## config.mk

```make
export PLATFORM = sky130hd
export DESIGN_NAME = sync_rx_master
export DESIGN_NICKNAME = d
export VERILOG_FILES = /design/src/rtl/rxm_pkg.sv /design/src/rtl/rxm_shifter.sv /design/src/rtl/rxm_regs.sv /design/src/rtl/sync_rx_master.sv
export SDC_FILE = /design/constraint.sdc
export NUM_CORES = 1
export LEC_CHECK = 0
export BUFFER_PORTS_ARGS = -buffer_cell sky130_fd_sc_hd__buf_4
export CAP_MARGIN = 25
export CORE_ASPECT_RATIO = 0.6
export CORE_MARGIN = 2
export CORE_UTILIZATION = 58
export DETAILED_ROUTE_END_ITERATION = 10
export GPL_TIMING_DRIVEN = 0
export PLACE_DENSITY_LB_ADDON = 0.3
export SETUP_SLACK_MARGIN = 0.05
export SLEW_MARGIN = 0
export SYNTH_ARGS = -nofsm -noshare
export SYNTH_HDL_FRONTEND = slang
export SYNTH_SLANG_ARGS = --single-unit
export TNS_END_PERCENT = 20
```

## constraint.sdc

```tcl
create_clock -name clk -period 2.9 [get_ports clk]
set_clock_uncertainty 0.2 [all_clocks]
set_input_delay 0.58 -clock clk [delete_from_list [all_inputs] [get_ports clk]]
set_output_delay 0.58 -clock clk [all_outputs]
set_load 0.01 [all_outputs]
```

## src/rtl/rxm_pkg.sv

```systemverilog
package rxm_pkg;
  localparam int ADDR_W = 2;

  typedef enum logic [ADDR_W-1:0] {
    RA_CTRL = 2'd0,
    RA_STAT = 2'd1,
    RA_DATA = 2'd2,
    RA_DIV  = 2'd3
  } rxm_addr_e;

  localparam int CTRL_EN_BIT   = 0;
  localparam int CTRL_STOP_BIT = 1;
  localparam int STAT_FULL_BIT = 0;
  localparam int STAT_OVR_BIT  = 1;
endpackage

```

## src/rtl/rxm_shifter.sv

```systemverilog
module rxm_shifter #(
  parameter int DW   = 8,
  parameter int DIVW = 8
) (
  input  logic            clk,
  input  logic            rst_n,
  input  logic            launch,
  input  logic [DIVW-1:0] div,
  input  logic            sdi,
  output logic            sck,
  output logic            busy,
  output logic            done,
  output logic [DW-1:0]   byte_o
);
  localparam int NBW = (DW > 1) ? $clog2(DW) : 1;
  localparam logic [NBW-1:0] LAST_BIT = NBW'(DW - 1);

  logic [DIVW-1:0] cnt;
  logic [NBW-1:0]  nbit;
  logic [DW-1:0]   shreg;

  assign byte_o = shreg;

  always_ff @(posedge clk or negedge rst_n) begin
    if (!rst_n) begin
      sck   <= 1'b1;
      busy  <= 1'b0;
      done  <= 1'b0;
      cnt   <= '0;
      nbit  <= '0;
      shreg <= '0;
    end else begin
      done <= 1'b0;
      if (launch && !busy) begin
        busy <= 1'b1;
        sck  <= 1'b0;
        cnt  <= '0;
        nbit <= '0;
      end else if (busy) begin
        if (cnt == div) begin
          cnt <= '0;
          sck <= ~sck;
          if (!sck) begin
            shreg <= {shreg[DW-2:0], sdi};
            nbit  <= nbit + 1'b1;
            if (nbit == LAST_BIT) begin
              busy <= 1'b0;
              done <= 1'b1;
            end
          end
        end else begin
          cnt <= cnt + 1'b1;
        end
      end
    end
  end
endmodule

```

## src/rtl/rxm_regs.sv

```systemverilog
module rxm_regs
  import rxm_pkg::*;
#(
  parameter int DW      = 8,
  parameter int DIVW    = 8,
  parameter int DIV_RST = 3
) (
  input  logic              clk,
  input  logic              rst_n,
  input  logic [ADDR_W-1:0] addr,
  input  logic              rd,
  input  logic              wr,
  input  logic [DW-1:0]     wdata,
  output logic [DW-1:0]     rdata,
  input  logic              busy,
  input  logic              done,
  input  logic [DW-1:0]     byte_i,
  output logic              launch,
  output logic [DIVW-1:0]   div
);
  logic          en_q, stop_q, full_q, ovr_q, armed_q, pend_q;
  logic [DW-1:0] data_q;
  logic          rd_data, rd_stat, wr_stat, ok_go;

  assign rd_data = rd && (addr == RA_DATA);
  assign rd_stat = rd && (addr == RA_STAT);
  assign wr_stat = wr && (addr == RA_STAT);
  assign ok_go   = en_q && !stop_q && !ovr_q;
  assign launch  = !busy && ok_go && (rd_data || pend_q);

  always_ff @(posedge clk or negedge rst_n) begin
    if (!rst_n) begin
      rdata <= '0;
    end else if (rd) begin
      rdata <= '0;
      case (addr)
        RA_CTRL: begin
          rdata[CTRL_EN_BIT]   <= en_q;
          rdata[CTRL_STOP_BIT] <= stop_q;
        end
        RA_STAT: begin
          rdata[STAT_FULL_BIT] <= full_q;
          rdata[STAT_OVR_BIT]  <= ovr_q;
        end
        RA_DATA: rdata <= data_q;
        default: rdata <= DW'(div);
      endcase
    end
  end

  always_ff @(posedge clk or negedge rst_n) begin
    if (!rst_n) begin
      en_q   <= 1'b0;
      stop_q <= 1'b0;
      div    <= DIVW'(DIV_RST);
    end else if (wr) begin
      if (addr == RA_CTRL) begin
        en_q   <= wdata[CTRL_EN_BIT];
        stop_q <= wdata[CTRL_STOP_BIT];
      end
      if (addr == RA_DIV) div <= DIVW'(wdata);
    end
  end

  always_ff @(posedge clk or negedge rst_n) begin
    if (!rst_n) begin
      pend_q <= 1'b0;
    end else if (launch || !ok_go) begin
      pend_q <= 1'b0;
    end else if (rd_data && busy) begin
      pend_q <= 1'b1;
    end
  end

  always_ff @(posedge clk or negedge rst_n) begin
    if (!rst_n) begin
      full_q  <= 1'b0;
      ovr_q   <= 1'b0;
      armed_q <= 1'b0;
      data_q  <= '0;
    end else begin
      if (rd_stat && ovr_q) armed_q <= 1'b1;
      if (wr_stat && !wdata[STAT_OVR_BIT] && armed_q) begin
        ovr_q   <= 1'b0;
        armed_q <= 1'b0;
      end
      if (done) begin
        if (full_q && !rd_data) begin
          ovr_q   <= 1'b1;
          armed_q <= 1'b0;
        end else begin
          data_q <= byte_i;
          full_q <= 1'b1;
        end
      end else if (rd_data) begin
        full_q <= 1'b0;
      end
    end
  end
endmodule

```

## src/rtl/sync_rx_master.sv

```systemverilog
module sync_rx_master
  import rxm_pkg::*;
#(
  parameter int DW      = 8,
  parameter int DIVW    = 8,
  parameter int DIV_RST = 3
) (
  input  logic              clk,
  input  logic              rst_n,
  input  logic [ADDR_W-1:0] bus_addr,
  input  logic              bus_rd,
  input  logic              bus_wr,
  input  logic [DW-1:0]     bus_wdata,
  output logic [DW-1:0]     bus_rdata,
  output logic              ser_clk,
  input  logic              ser_din
);
  logic            launch, busy, done;
  logic [DIVW-1:0] div;
  logic [DW-1:0]   rx_byte;

  rxm_regs #(.DW(DW), .DIVW(DIVW), .DIV_RST(DIV_RST)) u_regs (
    .clk(clk), .rst_n(rst_n), .addr(bus_addr), .rd(bus_rd), .wr(bus_wr),
    .wdata(bus_wdata), .rdata(bus_rdata), .busy(busy), .done(done),
    .byte_i(rx_byte), .launch(launch), .div(div)
  );

  rxm_shifter #(.DW(DW), .DIVW(DIVW)) u_shift (
    .clk(clk), .rst_n(rst_n), .launch(launch), .div(div), .sdi(ser_din),
    .sck(ser_clk), .busy(busy), .done(done), .byte_o(rx_byte)
  );
endmodule

```

## Word level (Yosys, flattened, before mapping)

Index checks and enable logic that the tools add are counted.

| operators by class | value |
|---|---|
| add/sub/neg operators | 2 |
| eq/ne operators | 7 |
| mux-type cells | 34 |
| bitwise gates (word level) | 3 |
| reduce and logical (&&, ||, !) cells | 34 |

Operator list:

| operator | count |
|---|---|
| 2-to-1 mux 1 bit | 25 |
| 2-to-1 mux 8 bit | 3 |
| logical AND 1 bit | 13 |
| 2-to-1 mux 3 bit | 4 |
| case mux 6 bit (2 select lines) | 1 |
| AND reduction 2 bit | 5 |
| adder 8 x 1 -> 8 bit (second input constant) | 1 |
| equality test 8 bit | 1 |
| nonzero test 2 bit | 4 |
| logical NOT 1 bit | 6 |
| case mux 2 bit (3 select lines) | 1 |
| equality test 2 bit (second input constant) | 2 |
| inequality test 2 bit (second input constant) | 2 |
| AND reduction 4 bit | 1 |
| adder 3 x 1 -> 3 bit (second input constant) | 1 |
| equality test 3 bit (second input constant) | 1 |
| NOT 1 bit | 3 |
| AND reduction 3 bit | 1 |
| equality test 2 x 1 -> 1 bit (second input constant) | 1 |
| logical NOT 2 bit | 1 |
| logical OR 1 bit | 2 |
| OR reduction 2 bit | 1 |

| storage, ports and cells | value |
|---|---|
| flip-flop bits (word level) | 52 |
| output and inout bits | 9 |
| word-level logic and storage cells | 95 |

## Longest topological paths before layout

| logic depth | value |
|---|---|
| depth in word-level cells | 8 |
| depth in mapped cells | 6 |

## By module

From an unflattened synthesis, not the netlist that was laid out.

| second synthesis, totals | value |
|---|---|
| cell total of the unflattened synthesis | 178 |
| area total of the unflattened synthesis | 2373.5 um2 |

Modules (own cells, without submodules):

| module | times used | cells each | area each (um2) | sequential area each (um2) |
|---|---|---|---|---|
| rxm_regs | 1 | 90 | 1313.8 | 753.2 |
| rxm_shifter | 1 | 88 | 1059.8 | 551.8 |

## Worst setup path before layout

OpenSTA, ideal clock, no wires.

| path | value |
|---|---|
| path kind | input to register |
| from | input bus_addr[1] |
| to | register u_regs.data_q[0] |
| arrival | 1707 ps |
| slack | 869 ps |
| stages | 6 |
| path buffers | 2 |
| path through | buf_2 nand2_1 o21ai_0 and2_1 buf_2 mux2_2 |

| on the way | value |
|---|---|
| longest elaborated chain between the ends | 6 |

RTL lines:

| item | line | RTL |
|---|---|---|
| start: declaration | sync_rx_master.sv:10 | `input logic [ADDR_W-1:0] bus_addr,` |
| equality test 2 bit | rxm_regs.sv:25 | `assign rd_data = rd && (addr == RA_DATA);` |
| logical AND 1 bit | rxm_regs.sv:25 |  |
| logical NOT 1 bit | rxm_regs.sv:88 | `if (full_q && !rd_data) begin` |
| logical AND 1 bit | rxm_regs.sv:88 |  |
| NOT 1 bit (no line) | -- |  |
| AND reduction 2 bit (no line) | -- |  |
| end signal: assignment | rxm_regs.sv:92 | `data_q <= byte_i;` |
| end: declaration | rxm_regs.sv:22 | `logic [DW-1:0] data_q;` |

Every way passes these cells.
A chain may end at the register's enable or synchronous reset.

## Worst setup path after layout

| path | value |
|---|---|
| from | register u_regs.div[1] |
| to | register u_shift.shreg[5], in the netlist u_shift.byte_o[5] |

| on the way | value |
|---|---|
| longest elaborated chain between the ends | 2 |

RTL lines:

| item | line | RTL |
|---|---|---|
| start: declaration | rxm_regs.sv:19 | `output logic [DIVW-1:0] div` |
| start signal: assignment | rxm_regs.sv:55 | `div <= DIVW'(DIV_RST);` |
| start signal: assignment | rxm_regs.sv:61 | `if (addr == RA_DIV) div <= DIVW'(wdata);` |
| equality test 8 bit | rxm_shifter.sv:40 | `if (cnt == div) begin` |
| AND reduction 4 bit (no line) | -- |  |
| end signal: assignment | rxm_shifter.sv:44 | `shreg <= {shreg[DW-2:0], sdi};` |
| end: declaration | rxm_shifter.sv:20 | `logic [DW-1:0] shreg;` |

Every way passes these cells.

==> out/metrics.yaml <==
finish:
  seq_area_um2: 1310
  final_cell_mix: "49 x dfrtp_1, 24 x mux2_2, 22 x buf_4"
  diodes: 0
  final_common_cell: "dfrtp_1"
  multi_input_area_um2: 1070
  fill_cells: 308
  area_growth_pct: 14.6
  finalNetCount: 237
  drive_gt1_share_pct: 35.0
timing:
  tns_ns: 0
  slew_viol_final: 0
  timing.final.hold_violations: 0
  setup_ws_ns: 0.559
  min_period_ns: 2.34
  worst_pin_slew_ns: 0.729
  relSlewSlack_pct: 50.9
  max_clock_freq_mhz: 427
  rsz0062_at_grt: "false"
  fin_crit_sh_pct: 80.7
  setup_viol: 0
grt:
  grt_first_pass_wirelength_mm: 7.95
  grt-ovfl-total: 0
  grt_pass1_vias: 1596
  grt_max_degree: 53
  grt_usage_pct: 22.9
  antenna_found_initial: 0
critical_path:
  startpoint: "u_regs.div[1]$_DFFE_PN1P_"
  cpPeakStageDelay_ns: 0.56
  path_cells: "xnor2_1 -> nand4_1 -> nor4_4 -> buf_6 -> mux2_4"
  crit_arrival_ns: 2.33
  r2r_start: "u_regs.div[1]$_DFFE_PN1P_"
  crit_type: "reg -> reg"
  required_ns: 2.89
  cp-end-kind: "flop"
  r2r-end: "u_shift.byte_o[5]$_DFFE_PN0P_"
  cp_max_fo: 10
  crit_path_end: "u_shift.byte_o[5]$_DFFE_PN0P_"
  crit_slowest_cell: "dfstp_2"
  crit_path_start_kind: "flop"
  reg2reg_depth: 5
  ff2ff_setup_slack_ns: 0.56
logic_synthesis:
  synth_ff_type: "dfrtp_1"
  synthAdderAreaFrac_pct: 1.52
  synthXorXnorAreaFrac_pct: 5.23
  synthSimpleGateAreaFrac_pct: 9.19
  synth_area_leaders: "dfrtp_1 50%, mux2_2 11%, mux2i_1 3.7%"
  ys_async_sr_fraction_pct: 100
  synth_edf_count: 0
  synth_fp_nets: 209
  syn_avg_cell_area_um2: 12.9
  synth_top_family_by_area: "multiplexers"
  synth.largest_area_cell: "dfrtp_1"
  yosys_register_bits: 52
  yosys_warnings: 0
  synth-compound-area-share_pct: 8.74
  yosys.cell_types.count: 45
  syn_area_um2: 2460
  synth_top_area_share_pct: 49.8
  postSynthCellCount: 191
  yosysSeqAreaShare_pct: 53.0
  synth_mux_area_share_pct: 18.9
floorplanning:
  dieHeight_um: 54.5
  start_util_pct: 60.1
  rows: 18
  dieArea_um2: 4800
  core_um2: 4100
  io_pins: 24
  die_w_um: 88.1
clocking:
  cts.sinks: 52
  cts_resized: 0
  postCtsSetupBuffers: 0
  clock_latency_ns: 0.31
  cts-hold-fix-buffers: 0
  cts.clk_slew.worst_paths_ns: 0.09
  htree_num_levels: 2
  clk_path_buf_depth: 2
  cts-root-buf: "clkbuf_8"
  cts_buffers: 5
  cts_tree: "done"
outcome:
  status: "finished clean"
power:
  ir_worst_vdd_uv: 372
  switchingPower_uw: 595
  comb_power_share_pct: 21.9
  pwr_density_cell_nw_per_um2: 705
  power.share.switching_pct: 29.9
  p_leak_uw: 0.00127
  clock_power_share_pct: 27.1
  internal_power_uw: 1400
  p_seq_share_pct: 51.0
routing:
  drt_pre_antenna_iters: 4
  wl_mm: 4.89
  first_iter_violations: 81
  drc: 0
  wl_per_cell_um: 17.5
  ant_nets: 0
  vias: 1623
  viasPerCell: 5.80
place:
  io_buffers: 21
  dp_hpwl_mm: 3.52
  gp_congestion: 0.798
  pre_cts_ws_ns: 0.552
job:
  maxCapViolCount: 0
min_path:
  hp-class: "in -> async"
## per-stage QoR
stage | hold slack [ns] | std cells | total power, uW | util [%] | instance area, um^2
3_5_place_dp | 0.288 | 272 | 1460 | 65.8 | 2700
3_3_place_gp | 0.262 | 272 | 1420 | 65.8 | 2700
2_1_floorplan | 0.0844 | 191 | 1310 | - | 2460
6_report | 0.0849 | 280 | 1990 | 68.9 | 2820
5_1_grt | 0.127 | 280 | 2100 | 68.9 | 2820
4_1_cts | 0.112 | 280 | 2000 | 68.9 | 2820
## synthesized netlist by cell type, types with 2 or more instances
| library cell | n |
|---|---|
| a21oi_1 | 2 |
| a22o_1 | 2 |
| and2_1 | 2 |
| buf_2 | 5 |
| dfrtp_1 | 49 |
| dfstp_2 | 3 |
| ha_1 | 3 |
| inv_1 | 9 |
| mux2_2 | 24 |
| mux2_4 | 4 |
| mux2i_1 | 9 |
| mux4_2 | 2 |
| nand2_1 | 9 |
| nand3_1 | 9 |
| nor2_1 | 5 |
| o211ai_1 | 6 |
| o21ai_0 | 9 |
| o22ai_1 | 6 |
| xnor2_1 | 5 |
| xnor2_2 | 3 |
## sequential cells by signal, summed over array words and instances (netlist names)
name            cells
u_regs.stop_q       1
u_regs.div          8
u_regs.en_q         1
u_regs.pend_q       1
u_regs.ovr_q        1
u_shift.byte_o      8
u_shift.sck         1
u_shift.nbit        3
u_shift.cnt         8
u_regs.data_q       8
u_regs.full_q       1
u_regs.rdata        8
u_shift.done        1
u_regs.armed_q      1
u_shift.busy        1
## cell families after synthesis
family / after synthesis
AO/OA/AOI/OAI: 32
XOR/XNOR: 10
adder cells (fa/ha/maj): 3
buffers and inverters: 18
flip-flops: 52
multiplexers: 39
AND/OR/NAND/NOR: 37
## cell type report
class                   instances  share of cell area [%]
clock buffers                   7                    3.41
inverters                      10                    1.33
plain buffers                   8                    1.68
multi-input cells             121                    38.0
well taps                      60                    2.66
repair buffers                 21                    5.59
clock inverters                 1                    1.06
flip-flops and latches         52                    46.2
## layer usage
layer | global-route usage, % | share of wire (%)
met1 | 32.3 | 48
met2 | 36.4 | 45
met3 | 5.13 | 5.9
met4 | 6.82 | 1.2
met5 | 0 | 0
## power by group through the flow
stage               sequential, uW  combinational, uW  clock, uW
floorplan                      991                319          0
finish                        1010                437        540
CTS                           1010                441        546
global route                  1030                485        579
global placement              1010                410          0
detailed placement            1020                434          0
## how the worst min path moves through the flow
stage	from	end	slack (ns)	depth (start not counted)
4_1_cts	rst_n	u_shift.byte_o[4]$_DFFE_PN0P_	0.11	1
5_1_grt	rst_n	u_shift.byte_o[4]$_DFFE_PN0P_	0.13	1
3_3_place_gp	u_shift.nbit[0]$_DFFE_PN0P_	u_shift.nbit[0]$_DFFE_PN0P_	0.26	1
6_report	rst_n	u_shift.byte_o[4]$_DFFE_PN0P_	0.08	1
2_1_floorplan	rst_n	u_regs.armed_q$_DFF_PN0_	0.08	0
3_5_place_dp	u_shift.nbit[0]$_DFFE_PN0P_	u_shift.nbit[0]$_DFFE_PN0P_	0.29	1
## worst max-delay path, delay by kind of cell, from the launching register on
family,cells,cell delay (ns)
AND/OR/NAND/NOR,2,0.81
XOR/XNOR,1,0.12
buffers and inverters,1,0.23
flip-flops,1,0.56
multiplexers,1,0.31
Power figures use the tool's default switching activity.
